`config.mk`:
```
export PLATFORM = sky130hd
export DESIGN_NAME = cp0_hazard_monitor
export DESIGN_NICKNAME = d
export VERILOG_FILES = /design/src/rtl/cp0_hazard_monitor.sv
export SDC_FILE = /design/constraint.sdc
export NUM_CORES = 1
export LEC_CHECK = 0
export CAP_MARGIN = 30
export CORE_MARGIN = 2
export CORE_UTILIZATION = 48
export DETAILED_ROUTE_END_ITERATION = 7
export PLACE_DENSITY = 0.81
export RECOVER_POWER = 100
export SETUP_SLACK_MARGIN = 0.05
export SYNTH_ARGS = -nofsm -noshare
export SYNTH_HDL_FRONTEND = slang
export SYNTH_SLANG_ARGS = --single-unit
export TNS_END_PERCENT = 20
```
`constraint.sdc`:
```
create_clock -name clk_i -period 4.5 [get_ports clk_i]
set_clock_uncertainty 0.1 [all_clocks]
set_input_delay 1.35 -clock clk_i [delete_from_list [all_inputs] [get_ports clk_i]]
set_output_delay 1.35 -clock clk_i [all_outputs]
set_load 0.02 [all_outputs]
```
`src/rtl/cp0_hazard_monitor.sv`:
```
`timescale 1ns/1ps
module cp0_hazard_monitor #(
  parameter int CLS_W = 4,
  parameter int CNT_W = 2
) (
  input  logic             clk_i,
  input  logic             rst_i,
  input  logic             valid_i,
  input  logic [CLS_W-1:0] cls_i,
  output logic             viol_o,
  output logic [CLS_W-1:0] prod_cls_o,
  output logic [CLS_W-1:0] cons_cls_o
);
  localparam logic [CLS_W-1:0] C_WATCH = CLS_W'(1);
  localparam logic [CLS_W-1:0] C_TLBWI = CLS_W'(2);
  localparam logic [CLS_W-1:0] C_TLBWR = CLS_W'(3);
  localparam logic [CLS_W-1:0] C_EHI   = CLS_W'(4);
  localparam logic [CLS_W-1:0] C_IDX   = CLS_W'(6);
  localparam logic [CLS_W-1:0] C_TLBP  = CLS_W'(7);
  localparam logic [CLS_W-1:0] C_TLBR  = CLS_W'(8);
  localparam logic [CLS_W-1:0] C_FETCH = CLS_W'(10);
  localparam logic [CLS_W-1:0] C_LDST  = CLS_W'(11);

  localparam logic [CNT_W-1:0] CNT_MAX   = {CNT_W{1'b1}};
  localparam logic [CNT_W-1:0] SP_WATCH_IF = CNT_W'(2);
  localparam logic [CNT_W-1:0] SP_TLBW_IF  = CNT_W'(3);
  localparam logic [CNT_W-1:0] SP_EHI_IF   = CNT_W'(3);
  localparam logic [CNT_W-1:0] SP_EHI_TLB  = CNT_W'(1);
  localparam logic [CNT_W-1:0] SP_EHI_LS   = CNT_W'(1);
  localparam logic [CNT_W-1:0] SP_IDX_TLB  = CNT_W'(1);

  logic [CNT_W-1:0] cnt_watch, cnt_tlbw, cnt_ehi, cnt_idx;
  logic [CLS_W-1:0] tlbw_code;

  wire is_fetch = cls_i == C_FETCH;
  wire is_ldst  = cls_i == C_LDST;
  wire is_tlbwi = cls_i == C_TLBWI;
  wire is_tlbw  = is_tlbwi || cls_i == C_TLBWR;
  wire is_tlbp  = cls_i == C_TLBP;
  wire is_tlbr  = cls_i == C_TLBR;

  wire v_watch = valid_i && is_fetch && cnt_watch < SP_WATCH_IF;
  wire v_tlbw  = valid_i && is_fetch && cnt_tlbw < SP_TLBW_IF;
  wire v_ehi   = valid_i && ((is_fetch && cnt_ehi < SP_EHI_IF) ||
                             ((is_tlbw || is_tlbp) && cnt_ehi < SP_EHI_TLB) ||
                             (is_ldst && cnt_ehi < SP_EHI_LS));
  wire v_idx   = valid_i && (is_tlbr || is_tlbwi) && cnt_idx < SP_IDX_TLB;

  logic             hit;
  logic [CNT_W-1:0] best;
  logic [CLS_W-1:0] sel;

  always_comb begin
    hit  = 1'b0;
    best = CNT_MAX;
    sel  = '0;
    if (v_watch) begin
      hit = 1'b1; best = cnt_watch; sel = C_WATCH;
    end
    if (v_tlbw && (!hit || cnt_tlbw < best)) begin
      hit = 1'b1; best = cnt_tlbw; sel = tlbw_code;
    end
    if (v_ehi && (!hit || cnt_ehi < best)) begin
      hit = 1'b1; best = cnt_ehi; sel = C_EHI;
    end
    if (v_idx && (!hit || cnt_idx < best)) begin
      hit = 1'b1; best = cnt_idx; sel = C_IDX;
    end
  end

  function automatic logic [CNT_W-1:0] step(input logic [CNT_W-1:0] c, input logic restart);
    if (restart) return '0;
    return (c == CNT_MAX) ? c : c + CNT_W'(1);
  endfunction

  always_ff @(posedge clk_i) begin
    if (rst_i) begin
      cnt_watch  <= CNT_MAX;
      cnt_tlbw   <= CNT_MAX;
      cnt_ehi    <= CNT_MAX;
      cnt_idx    <= CNT_MAX;
      tlbw_code  <= C_TLBWI;
      viol_o     <= 1'b0;
      prod_cls_o <= '0;
      cons_cls_o <= '0;
    end else begin
      viol_o     <= hit;
      prod_cls_o <= hit ? sel : '0;
      cons_cls_o <= hit ? cls_i : '0;
      if (valid_i) begin
        cnt_watch <= step(cnt_watch, cls_i == C_WATCH);
        cnt_tlbw  <= step(cnt_tlbw, is_tlbw);
        cnt_ehi   <= step(cnt_ehi, cls_i == C_EHI);
        cnt_idx   <= step(cnt_idx, cls_i == C_IDX);
        if (is_tlbw) tlbw_code <= cls_i;
      end
    end
  end
endmodule

```
==> results of run 1 <==
-- placed cells by master, fill, tap and decap left out, drive strengths merged, types with 2 or more instances in the layout --
cell type      n
clkbuf         7
buf           17
nor2b          3
o22ai          2
nand2b         3
and2           8
inv            6
dfxtp         21
a211o          4
nand2         16
a221o          4
and3b          2
dlymetal6s2s   2
o21ai          3
nand3          4
and3           4
or3            2
a21oi          7
nor2          14
dlygate4sd3   10
ha             9
nor3b          2
-- what timing repair did --
action | CTS | global route
buffers inserted | 4 | 3
setup endpoints to repair | 2 | 2
hold endpoints to repair | 0 | 0
pin swaps | 10 | 10
gates resized for setup | 12 | 10
-- layout make-up --
type	instances	area (um2)	share of cell area, %
tap	30	37.5	2.33
timing repair buffer	35	292	18.1
clock buffer	3	22.5	1.40
clock inverter	1	5.00	0.311
inverter	6	22.5	1.40
sequential	21	420	26.1
multi-input combinational	103	812	50.4
-- sequential cells by signal (all words and copies together) (netlist names) --
signal and count:
cnt_ehi 2, cnt_idx 2, cnt_tlbw 2, cnt_watch 2, cons_cls_o 4, prod_cls_o 4
tlbw_code 4, viol_o 1
-- cell families (layout without fill, tap and decap cells) --
group                    count (synthesis)  count (layout)  share of synthesized area [%]
flip-flops                              21              21                           34.2
AND/OR/NAND/NOR                         63              63                           29.7
multiplexers                             1               1                          0.814
XOR/XNOR                                 1               1                          0.712
AO/OA/AOI/OAI                           29              29                           20.9
adder cells (fa/ha/maj)                  9               9                           9.16
buffers and inverters                   12              45                           4.58
-- power groups by stage --
stage | clock network [mW] | registers (mW) | logic [mW]
5_1_grt | 0.101 | 0.215 | 0.135
6_report | 0.0914 | 0.213 | 0.123
3_5_place_dp | 0 | 0.214 | 0.110
4_1_cts | 0.0940 | 0.211 | 0.115
2_1_floorplan | 0 | 0.208 | 0.0777
3_3_place_gp | 0 | 0.213 | 0.103
-- metrics by stage --
step           instance area (um2)  hold slack, ns  setup WS [ns]
2_1_floorplan                 1230           0.316         0.0586
3_5_place_dp                  1480           0.344         -0.639
5_1_grt                       1610           0.404         -0.106
6_report                      1610           0.373         0.0687
4_1_cts                       1560           0.377          0.176
3_3_place_gp                  1480           0.331         -0.464
-- worst register-to-register path: cells and delay by family, from the launching register on --
family | cells | cell delay, ns
AOI/OAI and AO/OA | 6 | 0.94
DFF | 1 | 0.64
and+or+nand+nor | 7 | 0.75
adders and majority gates | 3 | 0.81
buffers and inverters | 1 | 0.14
-- worst max path at each step --
stage | from | to | slack (ns) | depth (start not counted)
4_1_cts | cls_i[1] | prod_cls_o[1] | 0.18 | 18
3_5_place_dp | valid_i | prod_cls_o[1] | -0.64 | 19
6_report | valid_i | prod_cls_o[1] | 0.07 | 20
2_1_floorplan | cls_i[0] | prod_cls_o[1] | 0.06 | 18
3_3_place_gp | cls_i[0] | prod_cls_o[1] | -0.46 | 19
5_1_grt | cls_i[2] | prod_cls_o[1] | -0.11 | 20
-- routing by layer --
| metal | wire (um) | part of all wire, % | vias up |
|---|---|---|---|
| met1 | 1400 | 44 | 557 |
| met2 | 1640 | 52 | 25 |
| met3 | 73 | 2.3 | 9 |
| met5 | 0 | 0 | - |
| li1 | - | - | 548 |
| met4 | 58 | 1.8 | 0 |
==> reports/metrics.cfg, run 1 <==
[status]
outcome=finished, final reports clean

[die]
core_um2=2450
ioPinCount=16
fp-row-count=18
initial_utilization_pct=50.1
chipHeight_um=54.6
die_area_um2=2980
dieWidth_um=54.6

[clock_tree]
cts_tree=yes
cts.clk_slew.worst_paths_ns=0.12
cts-root-buf=clkbuf_4
insertion_delay_ns=0.30
ctsHoldBuffers=0
clkSinkCount=21
ctsHtreeMaxLevel=1
max-clock-path-buffers=2
cts_made_buffers=3

[global_routing]
met3_usage_pct=2.46
grt_util_met2_pct=38.1
globalRouteMet1Util_pct=27.5
grt.busiest_layer=met2
overflow=0
grt_pass1_wl_um=4750
grt_max_degree=16
grt_pass1_vias=1064
grtUsageTotal_pct=22.0
antenna_found_initial=0

[yosys]
ys_warn_count=0
ys_types=42
synth_area_per_cell_um2=9.04
seq_area_frac_synth_pct=34.2
synth_area_um2=1230
ys_async_sr_fraction_pct=0
synth_top_area_share_pct=34.2
synthesis.instances=136
synth_nets=152
synth_area_leader_cell=dfxtp_1
synthTopCellsByArea=dfxtp_1 34%, ha_1 9.2%, nand2_1 4.6%
synthFlopType=dfxtp_1
synth_edf_count=0
yosys.cell_count.top_type=dfxtp_1
synth_common_cells=21 x dfxtp_1, 15 x nand2_1, 14 x nor2_1, 9 x ha_1, 8 x and2_1
ys_ff_latch=21

[hold_path]
hold_path.class=reg -> reg
whs_endpoint=tlbw_code[1]
min_from=tlbw_code[1]
hold_path_depth=1

[worst_setup_path]
cp_max_fo=3
worstPathRequired_ns=4.64
crit_chain=dlygate4sd2_1 -> nor3b_4 -> nand3_4 -> nor2_4 -> ha_4 -> nor2b_1 -> nand4_1 -> a21oi_2 -> nor2_2 -> nor2_1 -> ha_2 -> o21ai_0 -> buf_4 -> o32ai_4 -> nand2_1 -> o22ai_2 -> ha_2 -> nor2_2 -> o21ai_2 -> o211ai_1
critical_path.top_delay_family=simple AND/OR/NAND/NOR gates
path_buf_inv=2
rr_worst_depth=17
end_kind=flop
reg2reg_slack_ns=1.06
start_kind=primary input
crit_arrival_ns=4.57
path_class=in -> reg
r2r-end=prod_cls_o[1]
critPathSlowestCell=o32ai_4
worstReg2RegStart=cnt_watch[1]
critical-path-max-stage-delay_ns=0.33

[place]
hpwl_um=2190
placed_cells=188
globalplace.congestion=0.867
port_buffers=15

[timing]
hold_violations=0
relSlewSlack_pct=60.0
worst_pin_slew_ns=0.599
fin_crit_sh_pct=98.5
tns_ns=0
setup_viol=0
final_max_slew_viol_count=0
clock.fmax_mhz=226
layout_min_cycle_time_ns=4.43

[layout]
drive_above_1_share_pct=25.4
diodes=0
final_cells=199
nets=186
synthToLayoutAreaGrowth_pct=31.0
utilization_pct=65.6
n_fill_cell=198

[detailed_routing]
post_drt_wl_per_cell_um=16.0
drt_iter0_drc=36
drt-total-wl_um=3180
dr.pass1.iters=4
postRouteAntennaNets=0
drc=0
viasPerCell=5.72
vias=1139

[power_and_ir_drop]
p_seq_share_pct=49.9
clkPwrFrac_pct=21.4
intPower_uw=288
pwr-share-comb_pct=28.8
power_density_nw_per_um2=265
vdd_drop_max_v=0.000174
finalPower_uw=427
switching_share_pct=32.7
p_leak_nw=0.727
p_sw_uw=140

[job]
drv_cap=0

Note: power is estimated with default switching activity, not from simulation.
==> run 2, diff against run 1 <==
--- a/config.mk
+++ b/config.mk
@@ -9,9 +9,10 @@
 export CORE_MARGIN = 2
 export CORE_UTILIZATION = 48
 export DETAILED_ROUTE_END_ITERATION = 7
-export PLACE_DENSITY = 0.81
+export PLACE_DENSITY = 0.74
 export RECOVER_POWER = 100
 export SETUP_SLACK_MARGIN = 0.05
+export SLEW_MARGIN = 15
 export SYNTH_ARGS = -nofsm -noshare
 export SYNTH_HDL_FRONTEND = slang
 export SYNTH_SLANG_ARGS = --single-unit
==> run 2 against run 1 <==
Against the previous run:
- register-to-register slack improved by 0.13 ns
- global-route usage decreased by 0.74 points
- clock power decreased by 0.8%
- cell count decreased by 1.5%
- first-iteration DRC count decreased by 28%
- die area unchanged
- highest routed layer unchanged
- wire length decreased by 12%
- sequential share of layout area increased by 0.62 points
- fmax increased by 2.8%
==> reports/metrics.cfg, run 2 (synthesized netlist as in run 1, its figures left out) <==
[status]
outcome=finished, final reports clean  ; unchanged

[global_routing]
antenna_found_initial=0  ; unchanged
grt.busiest_layer=met2  ; unchanged
grt_pass1_wl_um=4480  ; was 4750 um
globalRouteMet1Util_pct=26.0  ; was 27.5%
grtUsageTotal_pct=21.2  ; was 22.0%
overflow=0  ; unchanged
grt_pass1_vias=1025  ; was 1,064
grt_max_degree=16  ; unchanged
met3_usage_pct=3.28  ; was 2.46%
grt_util_met2_pct=35.9  ; was 38.1%

[layout]
final_cell_mix=21 x dfxtp_1, 16 x buf_4, 15 x nand2_1  ; was 21 x dfxtp_1, 17 x buf_4, 15 x nand2_1
n_fill_cell=219  ; was 198
synthToLayoutAreaGrowth_pct=28.0  ; was 31.0%
drive_above_1_share_pct=21.7  ; was 25.4%
nets=183  ; was 186
reg.largest.list=cons_cls_o: 4 flops, prod_cls_o: 4 flops, tlbw_code: 4 flops  ; unchanged
seqCellArea_um2=420  ; unchanged
multiInputGateArea_um2=795  ; was 812 um2
utilization_pct=64.1  ; was 65.6%
diodes=0  ; unchanged
final_cells=196  ; was 199
finalInstanceArea_um2=1570  ; was 1610 um2
layout_commonest_cell=dfxtp_1  ; unchanged

[clock_tree]
ctsHoldBuffers=0  ; unchanged
clkSinkCount=21  ; unchanged
cts.clk_slew.worst_paths_ns=0.12  ; about the same
max-clock-path-buffers=2  ; unchanged
cts_made_buffers=3  ; unchanged
cts_tree=yes  ; unchanged
cts-root-buf=clkbuf_4  ; unchanged
insertion_delay_ns=0.30  ; about the same
ctsHtreeMaxLevel=1  ; unchanged

[power_and_ir_drop]
vdd_drop_max_v=0.000208  ; was 0.000174 V
p_leak_nw=0.711  ; was 0.727 nW
finalPower_uw=418  ; was 427 uW
switching_share_pct=31.5  ; was 32.7%
pwr-share-comb_pct=27.5  ; was 28.8%
intPower_uw=286  ; was 288 uW
p_seq_share_pct=50.8  ; was 49.9%
clkPwrFrac_pct=21.7  ; was 21.4%
p_sw_uw=132  ; was 140 uW
power_density_nw_per_um2=265  ; about the same

[timing]
layout_min_cycle_time_ns=4.31  ; was 4.43 ns
hold_violations=0  ; unchanged
relSlewSlack_pct=59.4  ; was 60.0%
clock.fmax_mhz=232  ; was 226 MHz
tns_ns=0  ; unchanged
rsz0062_at_grt=false
worst_pin_slew_ns=0.607  ; was 0.599 ns
worst_slack_ns=0.191  ; was 0.0687 ns
setup_viol=0  ; unchanged
hold_slack_ns=0.368  ; was 0.373 ns
fin_crit_sh_pct=95.8  ; was 98.5%
final_max_slew_viol_count=0  ; unchanged

[die]
die_area_um2=2980  ; unchanged
initial_utilization_pct=50.1  ; unchanged
chipHeight_um=54.6  ; unchanged
ioPinCount=16  ; unchanged
dieWidth_um=54.6  ; unchanged
core_um2=2450  ; unchanged
fp-row-count=18  ; unchanged

[worst_setup_path]
cp_max_fo=3  ; unchanged
worstPathRequired_ns=4.59  ; was 4.64 ns
path_class=in -> reg  ; unchanged
crit_start=cls_i[0]  ; was valid_i
rr_worst_depth=16  ; was 17
worstReg2RegStart=cnt_watch[1]  ; unchanged
start_kind=primary input  ; unchanged
reg2reg_slack_ns=1.19  ; was 1.06 ns
critPathSlowestCell=ha_2  ; was o32ai_4
r2r-end=prod_cls_o[1]  ; unchanged
end_kind=flop  ; unchanged
crit_arrival_ns=4.40  ; was 4.57 ns
crit_chain=dlygate4sd2_1 -> nor3b_4 -> nand3_4 -> nor2_4 -> ha_4 -> a211oi_2 -> a21oi_2 -> nor2_2 -> nor2_1 -> ha_2 -> or2_4 -> a221oi_4 -> o32ai_4 -> nand2_1 -> o22ai_1 -> ha_2 -> nor2_1 -> o21ai_2 -> o211ai_1  ; was dlygate4sd2_1 -> nor3b_4 -> nand3_4 -> nor2_4 -> ha_4 -> nor2b_1 -> nand4_1 -> a21oi_2 -> nor2_2 -> nor2_1 -> ha_2 -> o21ai_0 -> buf_4 -> o32ai_4 -> nand2_1 -> o22ai_2 -> ha_2 -> nor2_2 -> o21ai_2 -> o211ai_1
critical-path-max-stage-delay_ns=0.32  ; was 0.33 ns

[hold_path]
hold_path_depth=1  ; unchanged
whs_endpoint=tlbw_code[1]  ; unchanged
hold_path.class=reg -> reg  ; unchanged
min_from=tlbw_code[1]  ; unchanged

[detailed_routing]
dr.pass1.iters=4  ; unchanged
postRouteAntennaNets=0  ; unchanged
drc=0  ; unchanged
drt_iter0_drc=26  ; was 36
post_drt_wl_per_cell_um=14.2  ; was 16.0 um
drt-total-wl_um=2790  ; was 3180 um
viasPerCell=5.62  ; was 5.72
vias=1102  ; was 1,139

[place]
placed_cells=188  ; unchanged
port_buffers=15  ; unchanged
globalplace.congestion=0.895  ; was 0.867
place_worst_setup_slack_ns=-0.584  ; was -0.639 ns
hpwl_um=2030  ; was 2190 um
place_area_um2=1480  ; unchanged

[job]
drv_cap=0  ; unchanged

## run 2: critical path, delay by kind of cell
kind	cells	cell delay, ns
compound gates	7	1.02
fa+ha+maj	3	0.71
buf+inv	1	0.27
simple gates	8	1.05
## run 2: routing by layer
layer	up-vias	share of wire, %
li1	546	-
met5	-	0
met3	6	2.1
met4	0	1.3
met1	538	46
met2	12	51
## run 2: what timing repair did
item,4_1_cts,5_1_grt
setup buffers,3,1
gates resized for setup,11,4
pin swaps,12,8
endpoints found under the setup margin,2,2
## run 2: cell type report
cell class                 instances  share of cell area (%)
inverter                           6                    1.43
clock buffer                       4                    1.67
multi-input combinational        103                    50.5
tap                               30                    2.38
sequential                        21                    26.7
timing repair buffer              32                    17.3
## run 2: power by group through the flow
stage          clock network (mW)  registers, mW  logic [mW]
2_1_floorplan                   0          0.208      0.0777
3_3_place_gp                    0          0.213       0.101
3_5_place_dp                    0          0.214       0.106
4_1_cts                    0.0944          0.211       0.112
5_1_grt                     0.102          0.214       0.128
6_report                   0.0907          0.212       0.115
## run 2: worst max-delay path by stage
stage                    end  slack (ns)  depth (start not counted)
2_1_floorplan  prod_cls_o[1]        0.06                         18
3_3_place_gp   prod_cls_o[1]       -0.49                         19
3_5_place_dp   prod_cls_o[1]       -0.58                         19
4_1_cts        prod_cls_o[1]        0.15                         20
5_1_grt        prod_cls_o[1]        0.04                         19
6_report       prod_cls_o[1]        0.19                         19
